File: config.mk
export PLATFORM = sky130hd
export DESIGN_NAME = addr_gen_unit
export DESIGN_NICKNAME = d
export VERILOG_FILES = /design/src/rtl/agu_pkg.sv /design/src/rtl/agu_ea_calc.sv /design/src/rtl/agu_seq.sv /design/src/rtl/addr_gen_unit.sv
export SDC_FILE = /design/constraint.sdc
export NUM_CORES = 1
export LEC_CHECK = 0
export BUFFER_PORTS_ARGS = -buffer_cell sky130_fd_sc_hd__buf_2
export CAP_MARGIN = 20
export CORE_UTILIZATION = 59
export DETAILED_ROUTE_END_ITERATION = 10
export PLACE_DENSITY = 0.91
export SYNTH_ARGS = -nofsm -noshare
export SYNTH_HDL_FRONTEND = slang
export SYNTH_HIERARCHICAL = 1
export SYNTH_SLANG_ARGS = --single-unit
File: constraint.sdc
create_clock -name clk -period 11.2 [get_ports clk]
set_clock_uncertainty 0.2 [all_clocks]
set_input_delay 1.12 -clock clk [delete_from_list [all_inputs] [get_ports clk]]
set_output_delay 1.12 -clock clk [all_outputs]
set_load 0.05 [all_outputs]
File: src/rtl/agu_pkg.sv
// Package agu_pkg
// Holds the mode and update codes shared by the address generation unit.
// Assumes: the code values are fixed by the caller's decode and must not move.
package agu_pkg;

    typedef enum logic [2:0] {
        AM_LITERAL  = 3'd0,
        AM_ABSOLUTE = 3'd1,
        AM_BASE     = 3'd2,
        AM_BASE_OFS = 3'd3,
        AM_BASE_IDX = 3'd4,
        AM_PC_OFS   = 3'd5,
        AM_MEM_IND  = 3'd6
    } amode_e;

    typedef enum logic [1:0] {
        UP_NONE    = 2'd0,
        UP_PRE_WB  = 2'd1,
        UP_POST_WB = 2'd2,
        UP_RSVD    = 2'd3
    } upd_e;

    typedef enum logic {
        SQ_IDLE = 1'b0,
        SQ_WAIT = 1'b1
    } seq_e;

endpackage

File: src/rtl/agu_ea_calc.sv
// Module agu_ea_calc
// Purely combinational: forms the effective address, or the literal operand,
// plus the base write-back value for every single-cycle mode.
// Assumes: DATA_W >= IMM_W. All sums wrap modulo 2^DATA_W.
module agu_ea_calc
    import agu_pkg::*;
#(
    parameter int DATA_W = 32,
    parameter int IMM_W  = 16
) (
    input  logic [2:0]        mode,
    input  logic [1:0]        upd,
    input  logic [DATA_W-1:0] base,
    input  logic [DATA_W-1:0] index,
    input  logic [IMM_W-1:0]  imm,
    input  logic [DATA_W-1:0] pc,
    output logic [DATA_W-1:0] ea,
    output logic              is_operand,
    output logic              is_indirect,
    output logic              wb_en,
    output logic [DATA_W-1:0] wb_data
);
    localparam int EXT_W = DATA_W - IMM_W;

    logic [DATA_W-1:0] imm_sx;
    logic [DATA_W-1:0] imm_zx;
    logic [DATA_W-1:0] ofs;
    logic [DATA_W-1:0] base_sum;
    logic [DATA_W-1:0] pc_sum;
    logic              updating_mode;

    // Widen the immediate field, signed and unsigned.
    generate
        if (EXT_W > 0) begin : g_ext
            assign imm_sx = {{EXT_W{imm[IMM_W-1]}}, imm};
            assign imm_zx = {{EXT_W{1'b0}}, imm};
        end else begin : g_noext
            assign imm_sx = imm[DATA_W-1:0];
            assign imm_zx = imm[DATA_W-1:0];
        end
    endgenerate

    // One shared base adder. Its second operand is the index or the immediate.
    always_comb begin
        ofs      = (mode == AM_BASE_IDX) ? index : imm_sx;
        base_sum = base + ofs;
        pc_sum   = pc + imm_sx;
    end

    // Choose the result and the base update for the requested mode.
    always_comb begin
        updating_mode = (mode == AM_BASE_OFS) || (mode == AM_BASE_IDX);
        is_operand    = (mode == AM_LITERAL);
        is_indirect   = (mode == AM_MEM_IND);
        wb_data       = base_sum;
        wb_en         = updating_mode && ((upd == UP_PRE_WB) || (upd == UP_POST_WB));
        unique case (mode)
            AM_LITERAL:  ea = imm_sx;
            AM_ABSOLUTE: ea = imm_zx;
            AM_BASE:     ea = base;
            AM_BASE_OFS,
            AM_BASE_IDX: ea = (upd == UP_POST_WB) ? base : base_sum;
            AM_PC_OFS:   ea = pc_sum;
            default:     ea = base;
        endcase
    end

endmodule

File: src/rtl/agu_seq.sv
// Module agu_seq
// Sequencer and output registers. Single-cycle modes register the
// calculator's result straight away. The memory-indirect mode first runs one
// request/valid read and returns the data that comes back.
// Assumes: memory holds mem_rdata valid only in the mem_valid cycle.
// mem_valid is ignored unless a request is outstanding.
module agu_seq
    import agu_pkg::*;
#(
    parameter int DATA_W = 32
) (
    input  logic              clk,
    input  logic              rst_n,
    input  logic              start,
    input  logic [DATA_W-1:0] base,
    input  logic [DATA_W-1:0] calc_ea,
    input  logic              calc_is_operand,
    input  logic              calc_is_indirect,
    input  logic              calc_wb_en,
    input  logic [DATA_W-1:0] calc_wb_data,
    output logic              mem_req,
    output logic [DATA_W-1:0] mem_addr,
    input  logic [DATA_W-1:0] mem_rdata,
    input  logic              mem_valid,
    output logic              done,
    output logic [DATA_W-1:0] result,
    output logic              result_is_operand,
    output logic              wb_en,
    output logic [DATA_W-1:0] wb_data
);
    seq_e state;

    // Advance the sequencer and load the output registers.
    always_ff @(posedge clk) begin
        if (!rst_n) begin
            state             <= SQ_IDLE;
            mem_req           <= 1'b0;
            mem_addr          <= '0;
            done              <= 1'b0;
            result            <= '0;
            result_is_operand <= 1'b0;
            wb_en             <= 1'b0;
            wb_data           <= '0;
        end else begin
            done  <= 1'b0;
            wb_en <= 1'b0;
            unique case (state)
                SQ_IDLE: begin
                    if (start) begin
                        if (calc_is_indirect) begin
                            state    <= SQ_WAIT;
                            mem_req  <= 1'b1;
                            mem_addr <= base;
                        end else begin
                            done              <= 1'b1;
                            result            <= calc_ea;
                            result_is_operand <= calc_is_operand;
                            wb_en             <= calc_wb_en;
                            wb_data           <= calc_wb_data;
                        end
                    end
                end
                SQ_WAIT: begin
                    if (mem_valid) begin
                        state             <= SQ_IDLE;
                        mem_req           <= 1'b0;
                        done              <= 1'b1;
                        result            <= mem_rdata;
                        result_is_operand <= 1'b0;
                    end
                end
                default: state <= SQ_IDLE;
            endcase
        end
    end

    // A write-back is reported only with a completed computation.
    p_wb_needs_done_r12: assert property (@(posedge clk) disable iff (!rst_n)
        wb_en |-> done);

    // An unanswered request holds its address and stays raised.
    p_req_hold_r10: assert property (@(posedge clk) disable iff (!rst_n)
        (mem_req && !mem_valid) |=> (mem_req && $stable(mem_addr)));

    // Read data completes the indirect access in the next cycle, with no write-back.
    p_ind_finish_r10: assert property (@(posedge clk) disable iff (!rst_n)
        (mem_req && mem_valid) |=> (done && !mem_req && !wb_en));

    // A start during an outstanding read yields no completion.
    p_busy_drop_r11: assert property (@(posedge clk) disable iff (!rst_n)
        (mem_req && !mem_valid && start) |=> !done);

    // done never overlaps an outstanding read.
    p_req_excl_done_r13: assert property (@(posedge clk) disable iff (!rst_n)
        mem_req |-> !done);

endmodule

File: src/rtl/addr_gen_unit.sv
// Module addr_gen_unit (top)
// Multi-mode address generation: seven addressing modes, an optional base
// update (pre-offset with write-back, or post-offset) and a one-read indirect mode.
// Assumes: the decode and register file sit outside. Inputs are sampled in
// the start cycle only, except mem_rdata/mem_valid during an indirect read.
module addr_gen_unit
    import agu_pkg::*;
#(
    parameter int DATA_W = 32,
    parameter int IMM_W  = 16
) (
    input  logic              clk,
    input  logic              rst_n,
    input  logic              start,
    input  logic [2:0]        mode,
    input  logic [1:0]        upd,
    input  logic [DATA_W-1:0] base,
    input  logic [DATA_W-1:0] index,
    input  logic [IMM_W-1:0]  imm,
    input  logic [DATA_W-1:0] pc,
    output logic              mem_req,
    output logic [DATA_W-1:0] mem_addr,
    input  logic [DATA_W-1:0] mem_rdata,
    input  logic              mem_valid,
    output logic              done,
    output logic [DATA_W-1:0] result,
    output logic              result_is_operand,
    output logic              wb_en,
    output logic [DATA_W-1:0] wb_data
);
    logic [DATA_W-1:0] c_ea;
    logic              c_is_op;
    logic              c_is_ind;
    logic              c_wb_en;
    logic [DATA_W-1:0] c_wb_data;

    agu_ea_calc #(.DATA_W(DATA_W), .IMM_W(IMM_W)) calc_i (
        .mode        (mode),
        .upd         (upd),
        .base        (base),
        .index       (index),
        .imm         (imm),
        .pc          (pc),
        .ea          (c_ea),
        .is_operand  (c_is_op),
        .is_indirect (c_is_ind),
        .wb_en       (c_wb_en),
        .wb_data     (c_wb_data)
    );

    agu_seq #(.DATA_W(DATA_W)) seq_i (
        .clk               (clk),
        .rst_n             (rst_n),
        .start             (start),
        .base              (base),
        .calc_ea           (c_ea),
        .calc_is_operand   (c_is_op),
        .calc_is_indirect  (c_is_ind),
        .calc_wb_en        (c_wb_en),
        .calc_wb_data      (c_wb_data),
        .mem_req           (mem_req),
        .mem_addr          (mem_addr),
        .mem_rdata         (mem_rdata),
        .mem_valid         (mem_valid),
        .done              (done),
        .result            (result),
        .result_is_operand (result_is_operand),
        .wb_en             (wb_en),
        .wb_data           (wb_data)
    );

    // A single-cycle start taken while idle completes in the next cycle.
    p_one_cycle_done_r2: assert property (@(posedge clk) disable iff (!rst_n)
        (start && !mem_req && !done && mode != 3'd6) |=> done);

    // An update code on a mode without a base update never raises wb_en.
    p_no_wb_other_modes_r12: assert property (@(posedge clk) disable iff (!rst_n)
        (start && !mem_req && mode != 3'd3 && mode != 3'd4) |=> !wb_en);

endmodule

## Yosys cells after proc, flatten, opt, wreduce, memory -nomap -nowiden

Cells that the tools add are included.

- Register bits: 101
- Input bits: 153
- Output and inout port bits: 100
- Logic and storage cells: 57

- Add/subtract/negate cells: 2
- Equality and inequality tests: 11
- Multiplexer cells: 22
- Bitwise gates (word level): 4
- Reduce and logical (&&, ||, !) cells: 10

Operators by type and width:

| kind | number |
|---|---|
| $mux 32 | 5 |
| $pmux 32 s4 | 1 |
| $add 32x32->32 | 2 |
| $pmux 32 s2 | 1 |
| $reduce_and 3->1 | 4 |
| $mux 1 | 11 |
| $eq 3x3->1 const B | 3 |
| $ne 2x2->1 const B | 4 |
| $pmux 1 s2 | 4 |
| $not 1->1 | 4 |
| $reduce_or 4->1 | 1 |
| $eq 3x1->1 const B | 1 |
| $eq 3x2->1 const B | 1 |
| $logic_not 3->1 | 1 |
| $eq 2x1->1 const B | 1 |
| $eq 2x2->1 const B | 1 |
| $logic_or 1x1->1 | 2 |
| $reduce_or 2->1 | 1 |
| $logic_and 1x1->1 | 1 |

## Depth between registers and ports, before layout

- Depth in word-level cells: 8
- Gate-level depth with buffers: 19
- Depth with buffers taken out: 17

## Hierarchy

Netlist, hierarchy kept.

By module, submodules not included:

| module | times used | cells each | area an instance (µm²) | sequential area each (µm²) |
|---|---|---|---|---|
| agu_ea_calc | 1 | 772 | 5303.8 | 0.0 |
| agu_seq | 1 | 444 | 4035.1 | 2021.9 |

## Worst setup path before layout

No wires, ideal clock.

- Path kind: input to register
- Start: in mode[1]
- End: reg seq_i.result[26]
- Library setup time: 0.124 ns
- Arrival: 4.570 ns
- Data required time: 10.876 ns
- Slack: 6.306 ns
- Cell stages on the path: 18
- Path buffers: 2
- Path through: buf_2 -> nor3_2 -> clkbuf_1 -> mux2_2 -> ha_1 -> inv_1 -> fa_1 -> nor2b_1 -> o31a_1 -> o31a_1 -> o211ai_2 -> a31o_2 -> o21bai_1 -> a21oi_1 -> xnor2_1 -> o311a_1 -> mux2i_1 -> a21oi_1

- Word-level cells in the longest chain between the ends: 8
- Elaborated cells on any way between the ends: 16
- Those cells by class: add/sub (1); eq/ne (6); mux (6); reduce/logical (3)

Ends and longest elaborated chain:

| element | RTL line | text |
|---|---|---|
| start: declaration | addr_gen_unit.sv:15 | `input logic [2:0] mode,` |
| $eq 3x3->1 | agu_ea_calc.sv:45 | `ofs = (mode == AM_BASE_IDX) ? index : imm_sx;` |
| $mux 32 | agu_ea_calc.sv:45 |  |
| $add 32x32->32 | agu_ea_calc.sv:46 | `base_sum = base + ofs;` |
| via c_wb_data[26] | addr_gen_unit.sv:35 | `logic [DATA_W-1:0] c_wb_data;` |
| $mux 32 | agu_ea_calc.sv:62 | `AM_BASE_IDX: ea = (upd == UP_POST_WB) ? base : base_sum;` |
| $pmux 32 s4 | agu_ea_calc.sv:57 | `unique case (mode)` |
| via c_ea[26] | addr_gen_unit.sv:31 | `logic [DATA_W-1:0] c_ea;` |
| $mux 32 | agu_seq.sv:50 | `if (calc_is_indirect) begin` |
| $mux 32 | agu_seq.sv:49 | `if (start) begin` |
| $pmux 32 s2 | agu_seq.sv:47 | `unique case (state)` |
| end signal: assignment | agu_seq.sv:56 | `result <= calc_ea;` |
| end signal: assignment | agu_seq.sv:68 | `result <= mem_rdata;` |
| end: declaration | agu_seq.sv:26 | `output logic [DATA_W-1:0] result,` |

The timed path passes the listed nets, and every way through them passes these cells. The select of a mux whose other input is x is not followed.
A chain may end at the register's enable or synchronous reset.

## Worst setup path after layout

- Start: in mode[2]
- End: reg seq_i.result[29]

Same word-level chain as after synthesis.

==> parameters.txt <==
Parameter                              Value

Outcome
  Outcome ... finished clean

Critical path
  Highest cell delay on the worst timing path ... 0.52 ns
  CP Launch Point ... mode[2]
  Cell count along the critical path ... 19
  Top Family by Delay on Critical Path ... simple AND/OR/NAND/NOR gates
  R2r endpoint ... seq_i/result[21]$_SDFFE_PN0P_
  Largest fanout on the critical path ... 26
  Crit Reg-Reg Startpoint ... seq_i/state$_SDFF_PN0_
  Cell breakdown of the critical path ... buf_2, inv_2, nor3_4, buf_4, nor2b_1, buf_4, a21o_1, ha_1, and3_1, nand2_1, or3_1, a211oi_2, a2111oi_4, o21ai_2, xnor2_1, a221oi_1, o21ai_1, mux2i_1, a21oi_1
  Sort of element at the end of the critical path ... flip-flop
  Element type at the critical path start ... primary input
  Cell seen most often among critical-path stages ... sky130_fd_sc_hd__buf_4
  Cell with the largest stage delay on the worst path ... sky130_fd_sc_hd__nor3_4
  Arrival time worst endpoint ... 5.79 ns
  R2r setup slk ... 8.70 ns
  Start-to-end type of the worst setup path ... primary input to flip-flop
  Number of buffers and inverters on the critical path ... 4
  Number of cells on the worst reg-to-reg path ... 5
  WP data required ... 11.22 ns

Synth
  Most used DFF post-synth ... sky130_fd_sc_hd__dfxtp_1
  Synth Warn # ... 6
  Area contributors post-synth ... sky130_fd_sc_hd__dfxtp_1 (22%), sky130_fd_sc_hd__ha_1 (9.0%), sky130_fd_sc_hd__a21oi_1 (8.1%), sky130_fd_sc_hd__nand2_1 (7.6%), sky130_fd_sc_hd__mux2i_1 (4.0%)
  Asr flop ratio synth ... 0%
  Instance count of the mapped netlist ... 1,216
  Synth Net Count ... 1,438
  Sequential fraction of the synthesis area ... 21.7%
  Fraction of synthesized cell area taken by the top area cell type ... 21.7%
  Mean Syn Cell Area ... 7.68 um^2
  Cell type with the highest aggregate area in the netlist ... sky130_fd_sc_hd__dfxtp_1
  Number of flops mapped to enable cells by yosys ... 0
  Synthesized cell area ... 9340 um^2
  Post-synth cell types ... 94
  FF+latch count, synth ... 101

STA
  Total of endpoints with negative setup slack in the final report ... 0
  Setup slack after layout ... 5.43 ns
  Highest achievable clock rate ... 173 MHz
  Unrepaired setup endpoints after global routing ... no
  Final number of max-transition violations ... 0
  Fin crit period ... 5.77 ns
  Max-slew headroom ... 26.5%
  Final hold vios ... 0
  Slew at the pin closest to its max-slew limit ... 1.10 ns
  Post-route clock period utilization ... 51.5%
  Setup TNS ... 0 ns

Finish
  Commonest non-fill, non-tap cell in the layout ... sky130_fd_sc_hd__buf_2
  Fraction of layout cells with a size suffix above 1 ... 24.1%
  Area of all placed cells without fillers ... 10,800 um^2
  Commonest non-fill, non-tap cells in the layout ... sky130_fd_sc_hd__buf_2 (252), sky130_fd_sc_hd__nand2_1 (188), sky130_fd_sc_hd__a21oi_1 (152)
  Final non-filler cell total ... 1,624
  Number of fillers in the final layout ... 1,332
  Synthesis-to-layout area growth ... 15.8%
  Post-layout nets ... 1,629

Placement
  Total placed cells including tap cells ... 1,606
  Standard cell area after detailed placement ... 10,500 um^2
  Half-perimeter wire length of the detailed placement result ... 25,100 um
  Number of input and output port buffers inserted ... 252
  Worst setup slack after placement ... 5.20 ns
  GPL Wtd Cong ... 1.06

Clocking
  TritonCTS clock tree ... yes
  Number of buffers added to fix hold violations after cts ... 0
  Clock latency of the later-clocked register in the worst-skew pair ... 0.35 ns
  Number of levels the H-tree was split into ... 3
  Clock buffers created by TritonCTS ... 9
  Number of clock sinks seen by CTS ... 101
  Number of gates resized after CTS ... 0
  Root buffer cell ... sky130_fd_sc_hd__clkbuf_16
  Post-CTS clock slew at the launch and capture registers of the worst setup and hold paths ... 0.07 ns
  Largest buffer count on any clock path ... 2
  Post-CTS setup-driven buffer insertion count ... 0

Floorplanning
  Overall die width ... 128 um
  Row cnt ... 45
  Area inside the core boundary ... 15,300 um^2
  Die Outline Area ... 16,300 um^2
  Die H ... 128 um
  Number of primary I/O pins ... 253
  Initial core utilization ... 61.0%

Hold path
  Path class of the lowest-slack min-delay path ... flip-flop to flip-flop
  Worst hold endpoint ... seq_i/wb_data[26]$_SDFFE_PN0P_
  Hold Path Origin ... seq_i/wb_data[26]$_SDFFE_PN0P_
  Worst hold stages ... 2

Routing
  DR vias/cell ... 6.42
  Vias ... 10,400
  First-pass iteration count of the detailed router ... 7
  WL/cell ... 20.4 um
  Number of design-rule violations left by the first detailed-router iteration ... 1,079
  Final Routed Wirelength ... 33,100 um
  Final ANT Viol Nets ... 0
  Count of unresolved DRC violations after routing ... 0

GRT
  Number of global-route vias before repair ... 9,670
  Initial antenna violation count ... 2
  Global routing usage summed across all routing layers ... 39.4%
  Wire length of the first global-routing pass ... 50,000 um
  Pin count of the biggest net entering global routing ... 102
  Congestion Overflow GR ... 0

Job
  Count of maximum capacitance violations ... 0

Power
  Power per unit of standard cell area ... 120 nW/um^2
  Leakage Power ... 0.00484 uW
  Maximum vdd drop ... 0.0000889 V
-- per-stage QoR --
stage          total power (uW)  hold WS, ns  utilization (%)
2_1_floorplan               829        0.421                -
3_3_place_gp                977        0.237             68.6
3_5_place_dp                982        0.242             68.6
4_1_cts                    1290        0.252             70.4
5_1_grt                    1350        0.274             70.6
6_report                   1300        0.251             70.6
-- power by group --
group          switching [uW]  internal (uW)  total (uW)  leakage, uW
clock network             146            163         310     0.000138
logic                     392            199         591      0.00387
registers                14.6            387         401     0.000829
total                     553            749        1300      0.00484
-- cell type report --
class	instances	area [um^2]	area share, %
antenna	2	5.00	0.0463
clock buffer	11	253	2.34
clock inverter	4	30.0	0.278
inverter	30	113	1.04
multi-input combinational	1001	6760	62.5
sequential	101	2020	18.7
tap	211	264	2.44
timing repair buffer	264	1360	12.6
-- sequential cells by signal (all words and copies together) (netlist names) --
register	count
seq_i/done	1
seq_i/mem_addr	32
seq_i/mem_req	1
seq_i/result	32
seq_i/result_is_operand	1
seq_i/state	1
seq_i/wb_data	32
seq_i/wb_en	1
-- cells by family (layout without fill, tap and decap cells) --
| group | count (synthesis) | count (layout) | share of synthesized area [%] |
|---|---|---|---|
| AO/OA/AOI/OAI | 465 | 465 | 34.4 |
| XOR/XNOR | 51 | 51 | 4.86 |
| adder cells (fa/ha/maj) | 69 | 69 | 9.41 |
| buffers and inverters | 114 | 309 | 6.11 |
| flip-flops | 101 | 101 | 21.7 |
| multiplexers | 53 | 53 | 5.89 |
| other | 0 | 2 | 0 |
| AND/OR/NAND/NOR | 363 | 363 | 17.7 |
-- worst register-to-register path, cell delays in order, from the launching register on --
cell and delay (ns):
sky130_fd_sc_hd__dfxtp_2 0.67, sky130_fd_sc_hd__buf_12 0.27, sky130_fd_sc_hd__and2_1 0.58, sky130_fd_sc_hd__buf_4 0.38, sky130_fd_sc_hd__o31ai_1 0.11, sky130_fd_sc_hd__a21oi_1 0.20
-- synth_stat cells (all sizes together), types with 12 or more instances --
library cell / number
xnor2: 40
o21ai: 50
o31ai: 39
dfxtp: 101
o21a: 20
nor3: 18
a211oi: 12
clkbuf: 42
o21bai: 13
ha: 67
nor2: 66
mux2i: 37
nand2: 189
nand3: 28
a21boi: 69
a21o: 34
inv: 29
mux2: 16
buf: 41
a21oi: 159
-- worst max-delay path by stage --
stage / to / slack [ns]
final: seq_i/result[29]$_SDFFE_PN0P_ / 5.43
after CTS: seq_i/result[29]$_SDFFE_PN0P_ / 5.56
after global placement: seq_i/result[29]$_SDFFE_PN0P_ / 5.41
after global routing: seq_i/result[29]$_SDFFE_PN0P_ / 5.20
after detailed placement: seq_i/result[29]$_SDFFE_PN0P_ / 5.20
after floorplan: seq_i/result[26]$_SDFFE_PN0P_ / 6.31
-- per-layer routing --
layer	vias up	share of wire (%)	track usage [%]
li1	4822	-	-
met1	4779	38	47.1
met2	673	45	63.9
met3	158	8.9	6.34
met4	2	7.6	29.6
met5	-	0.033	0
No activity file was read; power rests on OpenSTA's default activity.
